### src/rtl/llsc_pkg.sv
package llsc_pkg;

  typedef enum logic [1:0] {
    SC_IDLE  = 2'b00,
    SC_OK    = 2'b01,
    SC_FAIL  = 2'b10,
    SC_NORES = 2'b11
  } sc_code_e;

endpackage

### src/rtl/llsc_resv_reg.sv
module llsc_resv_reg #(
  parameter int ADDR_W    = 32,
  parameter int GRAN_BITS = 4
) (
  input  logic              clk,
  input  logic              rst,
  input  logic              ll_valid,
  input  logic [ADDR_W-1:0] ll_addr,
  input  logic              sc_consume,
  input  logic [ADDR_W-1:0] sc_addr,
  input  logic              inv_valid,
  input  logic [ADDR_W-1:0] inv_addr,
  output logic              sc_hit
);

  localparam logic [ADDR_W-1:0] GRAN_MASK = ~((ADDR_W'(1) << GRAN_BITS) - ADDR_W'(1));

  function automatic logic [ADDR_W-1:0] granule_of(input logic [ADDR_W-1:0] a);
    return a & GRAN_MASK;
  endfunction

  logic              armed_q;
  logic [ADDR_W-1:0] base_q;
  logic              inv_hit;

  assign inv_hit = inv_valid && (granule_of(inv_addr) == base_q);
  assign sc_hit  = armed_q && (granule_of(sc_addr) == base_q);

  always_ff @(posedge clk) begin
    if (rst) begin
      armed_q <= 1'b0;
      base_q  <= '0;
    end else if (ll_valid) begin
      armed_q <= 1'b1;
      base_q  <= granule_of(ll_addr);
    end else if (sc_consume || inv_hit) begin
      armed_q <= 1'b0;
    end
  end

  // a load-linked always leaves the reservation armed
  a_r10_ll_arms: assert property (@(posedge clk) disable iff (rst)
    ll_valid |=> armed_q);

  // a cacheable store-conditional without a new load-linked consumes the reservation
  a_r3_sc_consumes: assert property (@(posedge clk) disable iff (rst)
    (sc_consume && !ll_valid) |=> !armed_q);

  // an invalidate to another granule leaves the armed state untouched
  a_r9_foreign_inv: assert property (@(posedge clk) disable iff (rst)
    (inv_valid && !ll_valid && !sc_consume && granule_of(inv_addr) != base_q) |=> $stable(armed_q));

endmodule

### src/rtl/llsc_fail_track.sv
module llsc_fail_track #(
  parameter int CNT_W      = 13,
  parameter int FAIL_LIMIT = 5000,
  parameter int WARN_EVERY = 10
) (
  input  logic clk,
  input  logic rst,
  input  logic fail_evt,
  input  logic pass_evt,
  output logic warn_pulse,
  output logic alarm
);

  localparam logic [CNT_W-1:0] LIMIT_V = CNT_W'(FAIL_LIMIT);

  function automatic logic [CNT_W-1:0] bump(input logic [CNT_W-1:0] c);
    return (c == LIMIT_V) ? c : c + CNT_W'(1);
  endfunction

  function automatic logic warn_due(input logic [CNT_W-1:0] cur, input logic [CNT_W-1:0] nxt);
    return (nxt != cur) && ((int'(nxt) % WARN_EVERY) == 0);
  endfunction

  logic [CNT_W-1:0] cnt_q;
  logic [CNT_W-1:0] cnt_nxt;

  assign cnt_nxt = bump(cnt_q);

  always_ff @(posedge clk) begin
    if (rst) begin
      cnt_q      <= '0;
      warn_pulse <= 1'b0;
      alarm      <= 1'b0;
    end else begin
      warn_pulse <= 1'b0;
      if (pass_evt) begin
        cnt_q <= '0;
      end else if (fail_evt) begin
        cnt_q      <= cnt_nxt;
        warn_pulse <= warn_due(cnt_q, cnt_nxt);
        if (cnt_nxt == LIMIT_V) alarm <= 1'b1;
      end
    end
  end

  // the alarm never drops once set
  a_r8_alarm_sticky: assert property (@(posedge clk) disable iff (rst)
    alarm |=> alarm);

  // the counter never exceeds the limit
  a_r8_cnt_cap: assert property (@(posedge clk) disable iff (rst)
    cnt_q <= LIMIT_V);

  // warnings are isolated single-cycle pulses
  a_r7_warn_single: assert property (@(posedge clk) disable iff (rst)
    warn_pulse |=> !warn_pulse);

  // a grant returns the run length to zero
  a_r6_pass_clears: assert property (@(posedge clk) disable iff (rst)
    pass_evt |=> (cnt_q == '0));

endmodule

### src/rtl/llsc_resv_monitor.sv
module llsc_resv_monitor #(
  parameter int ADDR_W     = 32,
  parameter int GRAN_BITS  = 4,
  parameter int CNT_W      = 13,
  parameter int FAIL_LIMIT = 5000,
  parameter int WARN_EVERY = 10
) (
  input  logic              clk,
  input  logic              rst,
  input  logic              ll_valid,
  input  logic [ADDR_W-1:0] ll_addr,
  input  logic              sc_valid,
  input  logic [ADDR_W-1:0] sc_addr,
  input  logic              sc_uncached,
  input  logic              inv_valid,
  input  logic [ADDR_W-1:0] inv_addr,
  output logic              res_valid,
  output logic [1:0]        res_code,
  output logic              mem_fwd,
  output logic              warn_pulse,
  output logic              deadlock_alarm
);

  import llsc_pkg::*;

  logic     sc_cached;
  logic     sc_hit;
  logic     pass_evt;
  logic     fail_evt;
  sc_code_e code_d;

  assign sc_cached = sc_valid && !sc_uncached;
  assign pass_evt  = sc_cached && sc_hit;
  assign fail_evt  = sc_cached && !sc_hit;

  always_comb begin
    if (!sc_valid)        code_d = SC_IDLE;
    else if (sc_uncached) code_d = SC_NORES;
    else if (sc_hit)      code_d = SC_OK;
    else                  code_d = SC_FAIL;
  end

  llsc_resv_reg #(
    .ADDR_W    (ADDR_W),
    .GRAN_BITS (GRAN_BITS)
  ) u_resv (
    .clk        (clk),
    .rst        (rst),
    .ll_valid   (ll_valid),
    .ll_addr    (ll_addr),
    .sc_consume (sc_cached),
    .sc_addr    (sc_addr),
    .inv_valid  (inv_valid),
    .inv_addr   (inv_addr),
    .sc_hit     (sc_hit)
  );

  llsc_fail_track #(
    .CNT_W      (CNT_W),
    .FAIL_LIMIT (FAIL_LIMIT),
    .WARN_EVERY (WARN_EVERY)
  ) u_fail (
    .clk        (clk),
    .rst        (rst),
    .fail_evt   (fail_evt),
    .pass_evt   (pass_evt),
    .warn_pulse (warn_pulse),
    .alarm      (deadlock_alarm)
  );

  always_ff @(posedge clk) begin
    if (rst) begin
      res_valid <= 1'b0;
      res_code  <= SC_IDLE;
      mem_fwd   <= 1'b0;
    end else begin
      res_valid <= sc_valid;
      res_code  <= code_d;
      mem_fwd   <= sc_valid && (sc_uncached || sc_hit);
    end
  end

  // every strobe yields a result on the next cycle
  a_r5_latency: assert property (@(posedge clk) disable iff (rst)
    sc_valid |=> res_valid);

  // no result without a strobe
  a_r5_no_spurious: assert property (@(posedge clk) disable iff (rst)
    !sc_valid |=> (!res_valid && res_code == SC_IDLE));

  // a refused store never reaches memory
  a_r3_fail_blocks: assert property (@(posedge clk) disable iff (rst)
    (res_code == SC_FAIL) |-> !mem_fwd);

  // an uncacheable store always goes to memory
  a_r4_nores_fwd: assert property (@(posedge clk) disable iff (rst)
    (res_code == SC_NORES) |-> mem_fwd);

  // warnings only accompany refusals
  a_r7_warn_on_fail: assert property (@(posedge clk) disable iff (rst)
    warn_pulse |-> (res_valid && res_code == SC_FAIL));

endmodule

### config.mk
export PLATFORM = sky130hd
export DESIGN_NAME = llsc_resv_monitor
export DESIGN_NICKNAME = d
export VERILOG_FILES = /design/src/rtl/llsc_pkg.sv /design/src/rtl/llsc_resv_reg.sv /design/src/rtl/llsc_fail_track.sv /design/src/rtl/llsc_resv_monitor.sv
export SDC_FILE = /design/constraint.sdc
export NUM_CORES = 1
export LEC_CHECK = 0
export BUFFER_PORTS_ARGS = -buffer_cell sky130_fd_sc_hd__buf_2
export CAP_MARGIN = 25
export CORE_ASPECT_RATIO = 0.8
export CORE_MARGIN = 10
export CORE_UTILIZATION = 45
export CTS_CLUSTER_SIZE = 14
export DETAILED_ROUTE_END_ITERATION = 12
export GPL_ROUTABILITY_DRIVEN = 0
export PLACE_DENSITY = 0.67
export RECOVER_POWER = 100
export REMOVE_ABC_BUFFERS = 1
export SLEW_MARGIN = 10
export SYNTH_ARGS = -nofsm -noshare
export SYNTH_HDL_FRONTEND = slang
export SYNTH_SLANG_ARGS = --single-unit
### constraint.sdc
create_clock -name clk -period 17.5 [get_ports clk]
set_clock_uncertainty 0.15 [all_clocks]
set_input_delay 0.875 -clock clk [delete_from_list [all_inputs] [get_ports clk]]
set_output_delay 0.875 -clock clk [all_outputs]
set_load 0.1 [all_outputs]
# Word level (Yosys, flattened, before mapping)
# Index checks and enable logic that the tools add are counted.
dict set report classes {
  bitwise_logic 3
  mul 0
  add_sub_neg 1
  eq_ne 5
  div 1
  muxes 5
  reduce_logical 17
  shift 0
  magnitude_cmp 0
}
# cell n
set op_table {}
lappend op_table {{$eq 28x28->1} 2}
lappend op_table {{$logic_not 32->1} 1}
lappend op_table {{$mod 14x5->32 const B} 1}
lappend op_table {{$eq 13x13->1 const B} 2}
lappend op_table {{$add 13x1->13 const B} 1}
lappend op_table {{$mux 13} 1}
lappend op_table {{$ne 13x13->1} 1}
lappend op_table {{$logic_and 1x1->1} 7}
lappend op_table {{$mux 2} 2}
lappend op_table {{$reduce_or 2->1} 2}
lappend op_table {{$not 1->1} 3}
lappend op_table {{$reduce_and 3->1} 1}
lappend op_table {{$reduce_or 3->1} 1}
lappend op_table {{$logic_not 1->1} 2}
lappend op_table {{$logic_or 1x1->1} 2}
lappend op_table {{$mux 1} 2}
lappend op_table {{$reduce_bool 2->1} 1}
dict set report word_totals {
  rom_bits 0
  mem_count 0
  reg_bits 48
  output_inout_bits 6
  mem_bits_rw 0
  latch_bits 0
  word_cells 40
  inputBits 102
}

# Longest topological paths before layout
# Gate-level depths: netlist (run 1).
dict set report logic_depth {
  depth_word 6
  ltp_mapped 39
  depth_no_buf 34
}

# Hierarchy
# From an unflattened synthesis (run 1), not the netlist that was laid out.
dict set report hier_totals {
  cells_unflattened 799
  hier_area_um2 6216.0
}
# mod n_inst seq_area_each_um2 cells_per_inst area_per_inst_um2
set by_module_without_submodules {}
lappend by_module_without_submodules {llsc_fail_track 1 300.3 611 4421.7}
lappend by_module_without_submodules {llsc_resv_reg 1 580.6 174 1662.8}
lappend by_module_without_submodules {llsc_resv_monitor 1 80.1 14 131.4}

# Least setup slack after synthesis (run 1)
# No wires, ideal clock.
dict set report synth_path {
  kind {register to register}
  startpoint {register u_fail.cnt_q[0]}
  endpoint {register u_fail.warn_pulse}
  slack_ns 9.747
  arrival_ns 7.518
  n_path_buf 2
  required_time_ns 17.264
  synth_period_minus_slack_ns 7.753
  setup_time_ns 0.086
  path_stages_with_launch 33
  path_cell_list {dfxtp_1 ha_1 nand3_1 o31ai_1 and2_1 buf_6 nand2_1 ha_1 a211oi_4 a31oi_2 and3_4 a41o_2 nor4_1 o21a_2 o21bai_4 o41ai_2 and2_1 buf_4 a31oi_1 a211o_1 nor4_4 o221a_4 and3_4 a31oi_4 xor2_2 and3_1 nand3_1 and2_1 ha_1 o41ai_1 nor4bb_1 o211ai_1 a211oi_1}
}
dict set report synth_via {
  elab_chain_len 5
  elab_cells_between_ends 7
  cone_classes {add/sub (1); div (1); eq/ne (2); mux (1); reduce/logical (2)}
}
# item line
set synth_rtl {}
lappend synth_rtl {{start: declaration} llsc_fail_track.sv:24} ;# logic [CNT_W-1:0] cnt_q;
lappend synth_rtl {{start signal: assignment} llsc_fail_track.sv:39} ;# cnt_q <= cnt_nxt;
lappend synth_rtl {{$add 13x1->13 or $eq 13x13->1 (tied branches)} llsc_fail_track.sv:17} ;# return (c == LIMIT_V) ? c : c + CNT_W'(1);
lappend synth_rtl {{$mux 13} llsc_fail_track.sv:17}
lappend synth_rtl {{$mod 14x5->32} llsc_fail_track.sv:21} ;# return (nxt != cur) && ((int'(nxt) % WARN_EVERY) == 0);
lappend synth_rtl {{$logic_not 32->1} llsc_fail_track.sv:21}
lappend synth_rtl {{$logic_and 1x1->1 *} llsc_fail_track.sv:21}
lappend synth_rtl {{end signal: assignment} llsc_fail_track.sv:40} ;# warn_pulse <= warn_due(cnt_q, cnt_nxt);
lappend synth_rtl {{end: declaration} llsc_fail_track.sv:10} ;# output logic warn_pulse,
# Mark *: on every way between the ends. The rest lies on a longest branch, timed or not.
# A chain may end at the register's enable or synchronous reset.

# Worst setup path after layout (run 1)
# Same ends and word-level chain as after synthesis.

==> key figures, run 1 <==
Global routing
  – Largest net degree at the start of global routing: 36
  – Initial antenna violation count: 0
  – Vias in the first global route: 5,775
  – Global-route wire length before repair: 29,200 microns
  – Tot GR Track Use: 0.188
  – GRT overflow: 0

Floorplanning
  – DIE WIDTH: 149 microns
  – Number of primary I/O pins: 108
  – Initial core utilization: 0.462
  – Core Region: 0.0130 sq mm
  – Num rows: 37
  – Die Height: 123 microns
  – Total die area: 0.0184 sq mm

Min path
  – Min-Delay Path Class: flip-flop to flip-flop
  – Hold wc startpoint: u_resv.armed_q
  – Worst hold endpoint: u_resv.armed_q
  – Hold depth: 2

Clocking
  – Cts hold-fix bufs: 0
  – Clock latency on the worst-skew pair: 0.29 ns
  – Root Buffer: clkbuf_16
  – Reg clk slew, reported paths: 0.06 ns
  – Clock Sinks: 48
  – H-tree depth: 2
  – CTS tree: built
  – Setup Buffers After CTS: 0
  – Cts repair resizes: 0
  – Clock tree buffer depth: 2
  – Clock buffer count from CTS: 5

Critical path
  – Kind of critical path: flip-flop to flip-flop
  – R2R Setup Slk: 6.59 ns
  – Crit path largest cell delay: 0.78 ns
  – Crit Path Max Fanout: 13
  – Worst setup EP type: flip-flop
  – Most Frequent Cell on Critical Path: nand3_1
  – Reg-to-reg startpoint: u_fail.cnt_q[0]
  – Startpoint types: flip-flop
  – RR Endpoint: u_fail.warn_pulse
  – Required time of the worst setup path: 17.56 ns
  – CP max stage cell: nor3_1
  – R2R depth: 30
  – Arr. time, crit path: 10.98 ns

Yosys
  – Post-synthesis async set-or-reset flop share: 0
  – Post-synthesis cell count: 792
  – Unique masters post-synth: 104
  – Sequential share of the synthesized area: 0.160
  – Post-synthesis cell area: 0.00599 sq mm
  – Ys flop type: dfxtp_1
  – #FFs+latches synth: 48
  – Syn Area/Cell: 7.57 sq um
  – Number of synthesized flops with an enable pin: 0
  – YS warnings: 0

Timing
  – Worst Tran Pin Value: 1.62 ns
  – Pins Over Slew Limit: 36
  – Fin worst setup slack: 6.59 ns
  – Fmax: 0.0916 GHz
  – Hold slack: 0.381 ns
  – Tmin final: 10.91 ns
  – Setup TNS: 0 ns
  – RSZ-0062 raised after global routing: no
  – Final hold violations: 0
  – Slew headroom: -0.0782
  – Fin crit share: 0.624
  – Setup violators final: 0

Detailed routing
  – Per-cell routed wire length: 16.9 microns
  – DRT antenna net count: 0
  – Pre-antenna DRT Iters: 5
  – Final wirelength: 17,500 microns
  – DR vias: 6,232
  – DR vias/cell: 6.02
  – DRT iter0 DRCs: 469
  – DRC: 0

Cells and area
  – Area grow syn2layout: 11.0%
  – Layout net count: 967
  – Share of layout cells above drive strength 1: 0.185
  – Post-layout util: 0.513
  – Most frequent cells in the layout: 91 x nor2_1, 89 x buf_2, 62 x xnor2_1, 57 x nand2_1
  – Cell area after layout: 0.00665 sq mm
  – # diodes: 0
  – Most common cell after layout, fill and taps aside: nor2_1

Pwr
  – Clock power frac: 0.378
  – Int Power: 0.193 mW
  – Sequential Power Share: 0.455
  – Combinational fraction of design power: 0.167
  – Leak: 2.62 nW
  – Switching share of power: 0.264
  – Max IR drop VDD: 0.0396 mV
  – PwrDens: 39.4 mW/mm^2
  – P_sw: 0.0691 mW

Job
  – Max-Cap Viols: 1

Outcome
  – Failing checks: max-capacitance violations, max-slew violations
  – Status: finished with violations

Placement
  – PortBufs: 95
  – HPWL Detailed: 13,900 microns
  – Placed Area: 0.00652 sq mm
  – Setup WS pre-CTS: 7.10 ns
[metrics by stage]
step | total power [mW] | cells
global route | 0.273 | 1035
global placement | 0.165 | 1027
floorplan | 0.146 | 753
finish | 0.262 | 1035
CTS | 0.264 | 1035
detailed placement | 0.166 | 1027
[synth_stat cells (7+ instances only)]
| cell | instances | area share |
|---|---|---|
| nor2_1 | 91 | 0.057 |
| a31oi_1 | 15 | 0.016 |
| xnor2_1 | 62 | 0.091 |
| inv_1 | 10 | 0.0063 |
| nand3_1 | 32 | 0.027 |
| clkbuf_1 | 20 | 0.013 |
| and2_1 | 11 | 0.011 |
| nor4_1 | 16 | 0.017 |
| a21oi_1 | 48 | 0.040 |
| buf_2 | 8 | 0.0067 |
| o21ai_0 | 28 | 0.023 |
| o31ai_1 | 11 | 0.014 |
| xor2_1 | 32 | 0.047 |
| nor3_1 | 25 | 0.021 |
| o22ai_1 | 7 | 0.0073 |
| nand2_1 | 57 | 0.036 |
| and3_1 | 10 | 0.010 |
| a211oi_1 | 7 | 0.0088 |
| buf_4 | 7 | 0.0088 |
| nand2b_1 | 8 | 0.0084 |
| mux2i_1 | 36 | 0.060 |
| o211ai_1 | 9 | 0.011 |
| or3_1 | 12 | 0.013 |
| dfxtp_1 | 48 | 0.16 |
| nand4_1 | 24 | 0.025 |
[final cells by class]
cell class,instances,area (sq um)
tap,175,219
fill,1311,6310
timing repair buffer,99,494
inverter,10,37.5
multi-input combinational,695,4790
sequential,48,961
clock inverter,1,7.51
clock buffer,7,143
[state kept, by name, indices dropped and copies added (netlist names)]
| name | count |
|---|---|
| u_fail.cnt_q | 13 |
| mem_fwd | 1 |
| u_fail.warn_pulse | 1 |
| res_code | 2 |
| u_fail.alarm | 1 |
| res_valid | 1 |
| u_resv.base_q | 28 |
| u_resv.armed_q | 1 |
[power by group through the flow]
stage	clock network [mW]	logic [mW]	registers (mW)
2_1_floorplan	0	0.0221	0.124
6_report	0.0990	0.0437	0.119
5_1_grt	0.105	0.0488	0.120
4_1_cts	0.100	0.0443	0.119
3_3_place_gp	0	0.0433	0.122
3_5_place_dp	0	0.0441	0.121
[layer usage]
layer / part of all wire / GRT usage / up-vias / routed length, microns
met5: 0 / 0 / - / 0
met2: 0.44 / 0.294 / 173 / 7750
met3: 0.060 / 0.0365 / 7 / 1050
li1: - / - / 3108 / -
met4: 0.0041 / 0.0275 / 0 / 72
met1: 0.49 / 0.267 / 2944 / 8590
[cells by family (layout without fill, tap and decap cells)]
group                    Yosys count  count (layout)  synth area share
AO/OA/AOI/OAI                    218             218             0.270
XOR/XNOR                          97              97             0.146
adder cells (fa/ha/maj)           11              11            0.0211
buffers and inverters             49             117            0.0392
flip-flops                        48              48             0.160
multiplexers                      40              40            0.0676
AND/OR/NAND/NOR                  329             329             0.296
[worst max-delay path, delay by kind of cell (launching register included)]
| family | cells | cell delay, ns |
|---|---|---|
| AO/OA/AOI/OAI | 12 | 3.65 |
| XOR/XNOR | 2 | 1.20 |
| adder cells (fa/ha/maj) | 3 | 0.94 |
| flip-flops | 1 | 0.57 |
| multiplexers | 1 | 0.36 |
| AND/OR/NAND/NOR | 12 | 3.96 |
[how the worst max path moves through the flow]
stage / startpoint / to / slack (ns) / cells past startpoint
after CTS: u_fail.cnt_q[0] / u_fail.warn_pulse / 7.04 / 30
after global routing: u_fail.cnt_q[0] / u_fail.warn_pulse / 5.62 / 30
after floorplan: u_fail.cnt_q[0] / u_fail.warn_pulse / 8.88 / 30
after global placement: u_fail.cnt_q[0] / u_fail.warn_pulse / 7.21 / 30
final: u_fail.cnt_q[0] / u_fail.warn_pulse / 6.59 / 30
after detailed placement: u_fail.cnt_q[0] / u_fail.warn_pulse / 7.10 / 30
Power figures use the tool's default switching activity.
==> run 2, diff against run 1 <==
--- a/config.mk
+++ b/config.mk
@@ -5,6 +5,7 @@
 export SDC_FILE = /design/constraint.sdc
 export NUM_CORES = 1
 export LEC_CHECK = 0
+export ABC_AREA = 1
 export BUFFER_PORTS_ARGS = -buffer_cell sky130_fd_sc_hd__buf_2
 export CAP_MARGIN = 25
 export CORE_ASPECT_RATIO = 0.8
@@ -13,7 +14,7 @@
 export CTS_CLUSTER_SIZE = 14
 export DETAILED_ROUTE_END_ITERATION = 12
 export GPL_ROUTABILITY_DRIVEN = 0
-export PLACE_DENSITY = 0.67
+export PLACE_DENSITY = 0.69
 export RECOVER_POWER = 100
 export REMOVE_ABC_BUFFERS = 1
 export SLEW_MARGIN = 10
==> constraint.sdc (replaced) <==
create_clock -name clk -period 10.01 [get_ports clk]
set_clock_uncertainty 0.15 [all_clocks]
set_input_delay 0.5005 -clock clk [delete_from_list [all_inputs] [get_ports clk]]
set_output_delay 0.5005 -clock clk [all_outputs]
set_load 0.1 [all_outputs]
==> run 2 against run 1 <==
  * The run now ends clean
  * Sequential power up 80%
  * Clock-buffer cell count down 1
  * Flip-flop and latch count unchanged
  * Worst hold slack worse by 0.11 ns
  * Clock power up 100%
  * Cell area down 1.6%
  * Final cell count up 14%
  * Routed wire length down 15%
  * First-iteration DRC count down 44%
==> key figures, run 2 <==
Yosys
  – Unique masters post-synth: 51
  – Main area contributors after synthesis: dfxtp_1 17%, nand2_1 13%, nor2_1 6.9%
  – #FFs+latches synth: 48
  – Syn Area/Cell: 6.31 sq um
  – Number of synthesized flops with an enable pin: 0
  – YS warnings: 0
  – Synth cell count leaders: 196 x nand2_1, 107 x nor2_1, 99 x inv_1, 79 x nand3_1, 48 x dfxtp_1
  – Sequential share of the synthesized area: 0.166
  – Post-synthesis cell area: 0.00579 sq mm
  – Share of the synthesized area in the top cell type: 0.166
  – Most frequent cell after synthesis: nand2_1
  – Synth area leader: dfxtp_1
  – Ys flop type: dfxtp_1
  – Post-synthesis cell count: 917
  – Post-synthesis async set-or-reset flop share: 0

Global routing
  – GRT overflow: 0
  – Tot GR Track Use: 0.163
  – Met3 Use GR: 0.0183
  – M2 GR Usage: 0.269
  – GR Util met1: 0.226
  – Gr busiest metal: met2
  – Vias in the first global route: 5,265
  – Initial antenna violation count: 0
  – Global-route wire length before repair: 25,100 microns
  – Largest net degree at the start of global routing: 44

Critical path
  – Worst setup path start: u_fail.cnt_q[1]
  – Arr. time, crit path: 8.43 ns
  – Crit Path Max Fanout: 37
  – Startpoint types: flip-flop
  – Required time of the worst setup path: 10.06 ns
  – Kind of critical path: flip-flop to flip-flop
  – Reg-to-reg startpoint: u_fail.cnt_q[1]
  – Crit path largest cell delay: 0.43 ns
  – Worst setup EP type: flip-flop
  – CP max stage cell: dfxtp_1
  – Most Frequent Cell on Critical Path: nand2_1

Detailed routing
  – Per-cell routed wire length: 12.7 microns
  – DRT iter0 DRCs: 262
  – Pre-antenna DRT Iters: 5
  – DRC: 0
  – DRT antenna net count: 0
  – Final wirelength: 14,900 microns
  – DR vias: 5,900
  – DR vias/cell: 5.02

Placement
  – HPWL Detailed: 12,000 microns
  – PortBufs: 95
  – Placed Area: 0.00638 sq mm

Clocking
  – H-tree depth: 2
  – CTS tree: built
  – Setup Buffers After CTS: 0
  – Clock tree buffer depth: 2
  – Reg clk slew, reported paths: 0.07 ns
  – Cts hold-fix bufs: 0
  – Clock buffer count from CTS: 5
  – Cts repair resizes: 0
  – Clock Sinks: 48
  – Root Buffer: clkbuf_16
  – Clock latency on the worst-skew pair: 0.29 ns

Cells and area
  – Fillers: 1,315
  – Most frequent cells in the layout: 196 x nand2_1, 107 x nor2_1, 99 x inv_1, 88 x buf_2, 79 x nand3_1
  – Area grow syn2layout: 13.1%
  – Share of layout cells above drive strength 1: 0.238
  – Layout net count: 1,111
  – # diodes: 0
  – Cell area after layout: 0.00655 sq mm
  – Register name with the most flops: u_resv.base_q
  – Max reg flops: 28
  – Most common cell after layout, fill and taps aside: nand2_1
  – Post-layout util: 0.528
  – Largest registers: u_resv.base_q (28), u_fail.cnt_q (13), res_code (2)

Floorplanning
  – DIE WIDTH: 147 microns
  – Initial core utilization: 0.467
  – Core Region: 0.0124 sq mm
  – Number of primary I/O pins: 108
  – Total die area: 0.0178 sq mm
  – Num rows: 36
  – Die Height: 121 microns

Pwr
  – Leak: 3.25 nW
  – Power consumption: 1.62 mW
  – PwrDens: 247 mW/mm^2
  – Max IR drop VDD: 0.128 mV

Outcome
  – Status: completed

Timing
  – Fin crit share: 0.837
  – Pins Over Slew Limit: 0
  – Setup TNS: 0 ns
  – Slew headroom: 0.168
  – Worst Tran Pin Value: 1.25 ns
  – RSZ-0062 raised after global routing: no
  – Fmax: 0.119 GHz
  – Setup violators final: 0
  – Tmin final: 8.38 ns
  – Final hold violations: 0
  – Hold slack: 0.274 ns

Min path
  – Hold wc startpoint: ll_addr[22]
  – Min-Delay Path Class: input pin to flip-flop

Job
  – Max-Cap Viols: 0
[run 2: path summary, 6_finish.rpt]
path,to,slack (ns),depth (start not counted)
worst min-delay path,u_resv.base_q[22],0.27,3
worst min register to register,u_resv.armed_q,0.33,2
worst max register to register,u_fail.warn_pulse,1.63,55
worst max-delay path,u_fail.warn_pulse,1.63,55
[run 2: cell families (layout without fill, tap and decap cells)]
logic type      count (synthesis)  in the layout  synth area share
compound gates                107            107             0.111
flops                          48             48             0.166
xor+xnor                       54             54            0.0817
buf+inv                       140            227             0.101
simple gates                  562            562             0.527
fa+ha+maj                       6              6            0.0130
[run 2: per-layer routing]
| metal | vias up | part of all wire | wire, microns |
|---|---|---|---|
| li1 | 3187 | - | - |
| met1 | 2627 | 0.51 | 7620 |
| met2 | 79 | 0.45 | 6750 |
| met3 | 7 | 0.030 | 452 |
| met4 | 0 | 0.0066 | 98 |
| met5 | - | 0 | 0 |
[run 2: area by class of cell]
type,count,area (sq um),area share
clock buffers,6,139,0.0212
clock inverters,2,38.8,0.00593
inverters,121,463,0.0707
multi-input cells,729,4240,0.648
flip-flops and latches,48,961,0.147
well taps,171,214,0.0327
repair buffers,98,485,0.0742
[run 2: where the power goes]
part / leakage, nW / internal (mW) / switching, mW
sequential: 0.397 / 0.203 / 0.0109
clock: 0.0871 / 0.125 / 0.0759
combinational: 2.77 / 0.396 / 0.805
total: 3.25 / 0.725 / 0.892
[run 2: critical path, delay by kind of cell, from the launching register on]
family	cells	cell delay (ns)
simple gates	45	6.09
buf+inv	6	0.69
fa+ha+maj	3	0.62
flops	1	0.43
compound gates	1	0.23
[run 2: per-stage QoR]
step	setup WS, ns	std cells
2_1_floorplan	2.95	898
3_3_place_gp	1.78	1167
3_5_place_dp	1.66	1167
4_1_cts	1.64	1175
5_1_grt	0.790	1175
6_report	1.63	1175
==> run 3, diff against run 2 <==
==> constraint.sdc (replaced) <==
create_clock -name clk -period 7.1 [get_ports clk]
set_clock_uncertainty 0.15 [all_clocks]
set_input_delay 0.355 -clock clk [delete_from_list [all_inputs] [get_ports clk]]
set_output_delay 0.355 -clock clk [all_outputs]
set_load 0.1 [all_outputs]
==> run 3 against run 2 <==
  * Utilization grew 11 points
  * Critical endpoint unchanged
  * Sequential share of layout area shrank 2.5 points
  * Clock-buffer cell count is the same
  * Power grew 79%
  * Sequential power grew 41%
  * Largest power group unchanged
  * Cell area grew 22%
  * Clock power grew 33%
  * Highest routed layer unchanged
  * Non-clock buffer count grew 137
==> key figures, run 3 (same netlist as run 2, synthesis figures left out) <==
Clocking
  – Clock buffer count from CTS: 5
  – Clock tree buffer depth: 2
  – CTS tree: built
  – Reg clk slew, reported paths: 0.07 ns
  – Root Buffer: clkbuf_16
  – Clock latency on the worst-skew pair: 0.29 ns
  – Clock Sinks: 48
  – H-tree depth: 2
  – Cts hold-fix bufs: 0

Detailed routing
  – Pre-antenna DRT Iters: 5
  – DR vias: 6,495
  – DRT antenna net count: 0
  – Per-cell routed wire length: 12.8 microns
  – Final wirelength: 16,900 microns
  – DR vias/cell: 4.94
  – DRC: 0
  – DRT iter0 DRCs: 318

Floorplanning
  – Total die area: 0.0178 sq mm
  – Initial core utilization: 0.467
  – DIE WIDTH: 147 microns
  – Number of primary I/O pins: 108
  – Core Region: 0.0124 sq mm
  – Die Height: 121 microns
  – Num rows: 36

Cells and area
  – Area grow syn2layout: 37.4%
  – Layout net count: 1,251
  – Most common cell after layout, fill and taps aside: nand2_1
  – Share of layout cells above drive strength 1: 0.388
  – # diodes: 0
  – Register name with the most flops: u_resv.base_q
  – Fillers: 1,162
  – Max reg flops: 28
  – Most frequent cells in the layout: 163 x nand2_1, 126 x buf_4, 100 x nor2_1, 96 x inv_1, 88 x buf_2
  – Largest registers: u_resv.base_q (28), u_fail.cnt_q (13), res_code (2)

Critical path
  – Kind of critical path: flip-flop to flip-flop
  – CP max stage cell: dfxtp_4
  – Startpoint types: flip-flop
  – Worst setup path start: u_fail.cnt_q[0]
  – Most Frequent Cell on Critical Path: nand2_2
  – Crit path largest cell delay: 0.37 ns
  – Worst Setup EP: u_fail.warn_pulse
  – Worst setup EP type: flip-flop
  – RR Endpoint: u_fail.warn_pulse
  – Arr. time, crit path: 7.07 ns
  – Reg-to-reg startpoint: u_fail.cnt_q[0]
  – R2R depth: 59
  – Required time of the worst setup path: 7.14 ns
  – R2R Setup Slk: 0.07 ns
  – Crit Path Max Fanout: 7

Timing
  – RSZ-0062 raised after global routing: yes
  – Worst Tran Pin Value: 1.24 ns
  – Tmin final: 7.03 ns
  – Final hold violations: 0
  – Setup violators final: 0
  – Setup TNS: 0 ns
  – Pins Over Slew Limit: 0
  – Slew headroom: 0.179
  – Fmax: 0.142 GHz
  – Fin crit share: 0.990

Job
  – Max-Cap Viols: 0

Global routing
  – GRT overflow: 0
  – Largest net degree at the start of global routing: 34
  – Global-route wire length before repair: 27,000 microns
  – Tot GR Track Use: 0.174
  – Vias in the first global route: 5,791
  – Initial antenna violation count: 0

Pwr
  – Switching share of power: 0.499
  – Int Power: 1.45 mW
  – P_sw: 1.45 mW
  – Combinational fraction of design power: 0.804
  – Leak: 4.00 nW
  – Max IR drop VDD: 0.198 mV
  – PwrDens: 365 mW/mm^2
  – Power consumption: 2.90 mW
  – Clock power frac: 0.092
  – Sequential Power Share: 0.104

Placement
  – HPWL Detailed: 12,800 microns
  – PortBufs: 95

Min path
  – Hold depth: 3
  – Min-Delay Path Class: input pin to flip-flop

Outcome
  – Status: completed
==> run 3: cell count changes in the layout (fill, tap and decap cells not counted), moves of 4 or more <==
cell     previous run  this run
o21ai_0            44        40
nand2_1           196       163
ha_1                6         2
buf_6               0        10
nor2_1            107       100
nand2_4            14        22
nand2_2            34        62
nor2_2              2         8
ha_4                0         4
nand3_1            79        70
buf_4               2       126
nand3_2            20        28
dfxtp_1            48        44
==> run 3: power groups by stage <==
stage / registers, mW / clock network, mW / logic (mW)
6_report: 0.301 / 0.268 / 2.33
4_1_cts: 0.300 / 0.271 / 2.17
3_3_place_gp: 0.306 / 0 / 2.03
3_5_place_dp: 0.306 / 0 / 2.05
2_1_floorplan: 0.312 / 0 / 1.40
5_1_grt: 0.303 / 0.284 / 2.60
==> run 3: area by class of cell <==
type	count	area, sq um	area share
sequential	48	968	0.122
tap	171	214	0.0269
timing repair buffer	235	1570	0.197
clock buffer	6	129	0.0162
inverter	121	468	0.0588
multi-input combinational	732	4570	0.575
clock inverter	2	35.0	0.00440
==> run 3: what timing repair did <==
action                                  in CTS  in global routing
buffers inserted                            22                 21
pin swaps                                   41                 78
endpoints found under the setup margin       1                  1
gates cloned                                 1                  2
hold endpoints to repair                     0                  0
gates resized for setup                     45                 62
==> run 3: worst min path at each step <==
stage / to / from / slack (ns)
after global routing: u_resv.base_q[14] / ll_addr[14] / 0.14
after CTS: u_resv.base_q[30] / ll_addr[30] / 0.13
final: u_resv.base_q[30] / ll_addr[30] / 0.13
after floorplan: u_resv.armed_q / rst / 0.27
after global placement: u_fail.alarm / u_fail.alarm / 0.31
after detailed placement: u_fail.alarm / u_fail.alarm / 0.31
==> run 3: routing by layer <==
layer  GRT usage  share of wire  vias to the layer above
li1            -              -                     3465
met1       0.240           0.49                     2919
met2       0.294           0.47                      103
met3      0.0190          0.032                        8
met4      0.0206         0.0053                        0
met5           0              0                        -
==> run 3: worst max-delay path: cells and delay by family, from the launching register on <==
kind	cells	cell delay, ns
adder cells (fa/ha/maj)	2	0.40
AND/OR/NAND/NOR	44	4.81
flip-flops	1	0.37
buffers and inverters	12	1.00
AO/OA/AOI/OAI	1	0.16
==> run 3: metrics by stage <==
stage	setup slack [ns]	cells	utilization	hold slack, ns	area, sq um
after floorplan	0.0393	898	-	0.274	5670
after global placement	-0.0428	1261	0.572	0.305	7090
after detailed placement	-0.210	1261	0.572	0.314	7090
after CTS	0.0122	1292	0.610	0.133	7560
after global routing	-0.492	1315	0.642	0.142	7950
final	0.0718	1315	0.642	0.134	7950
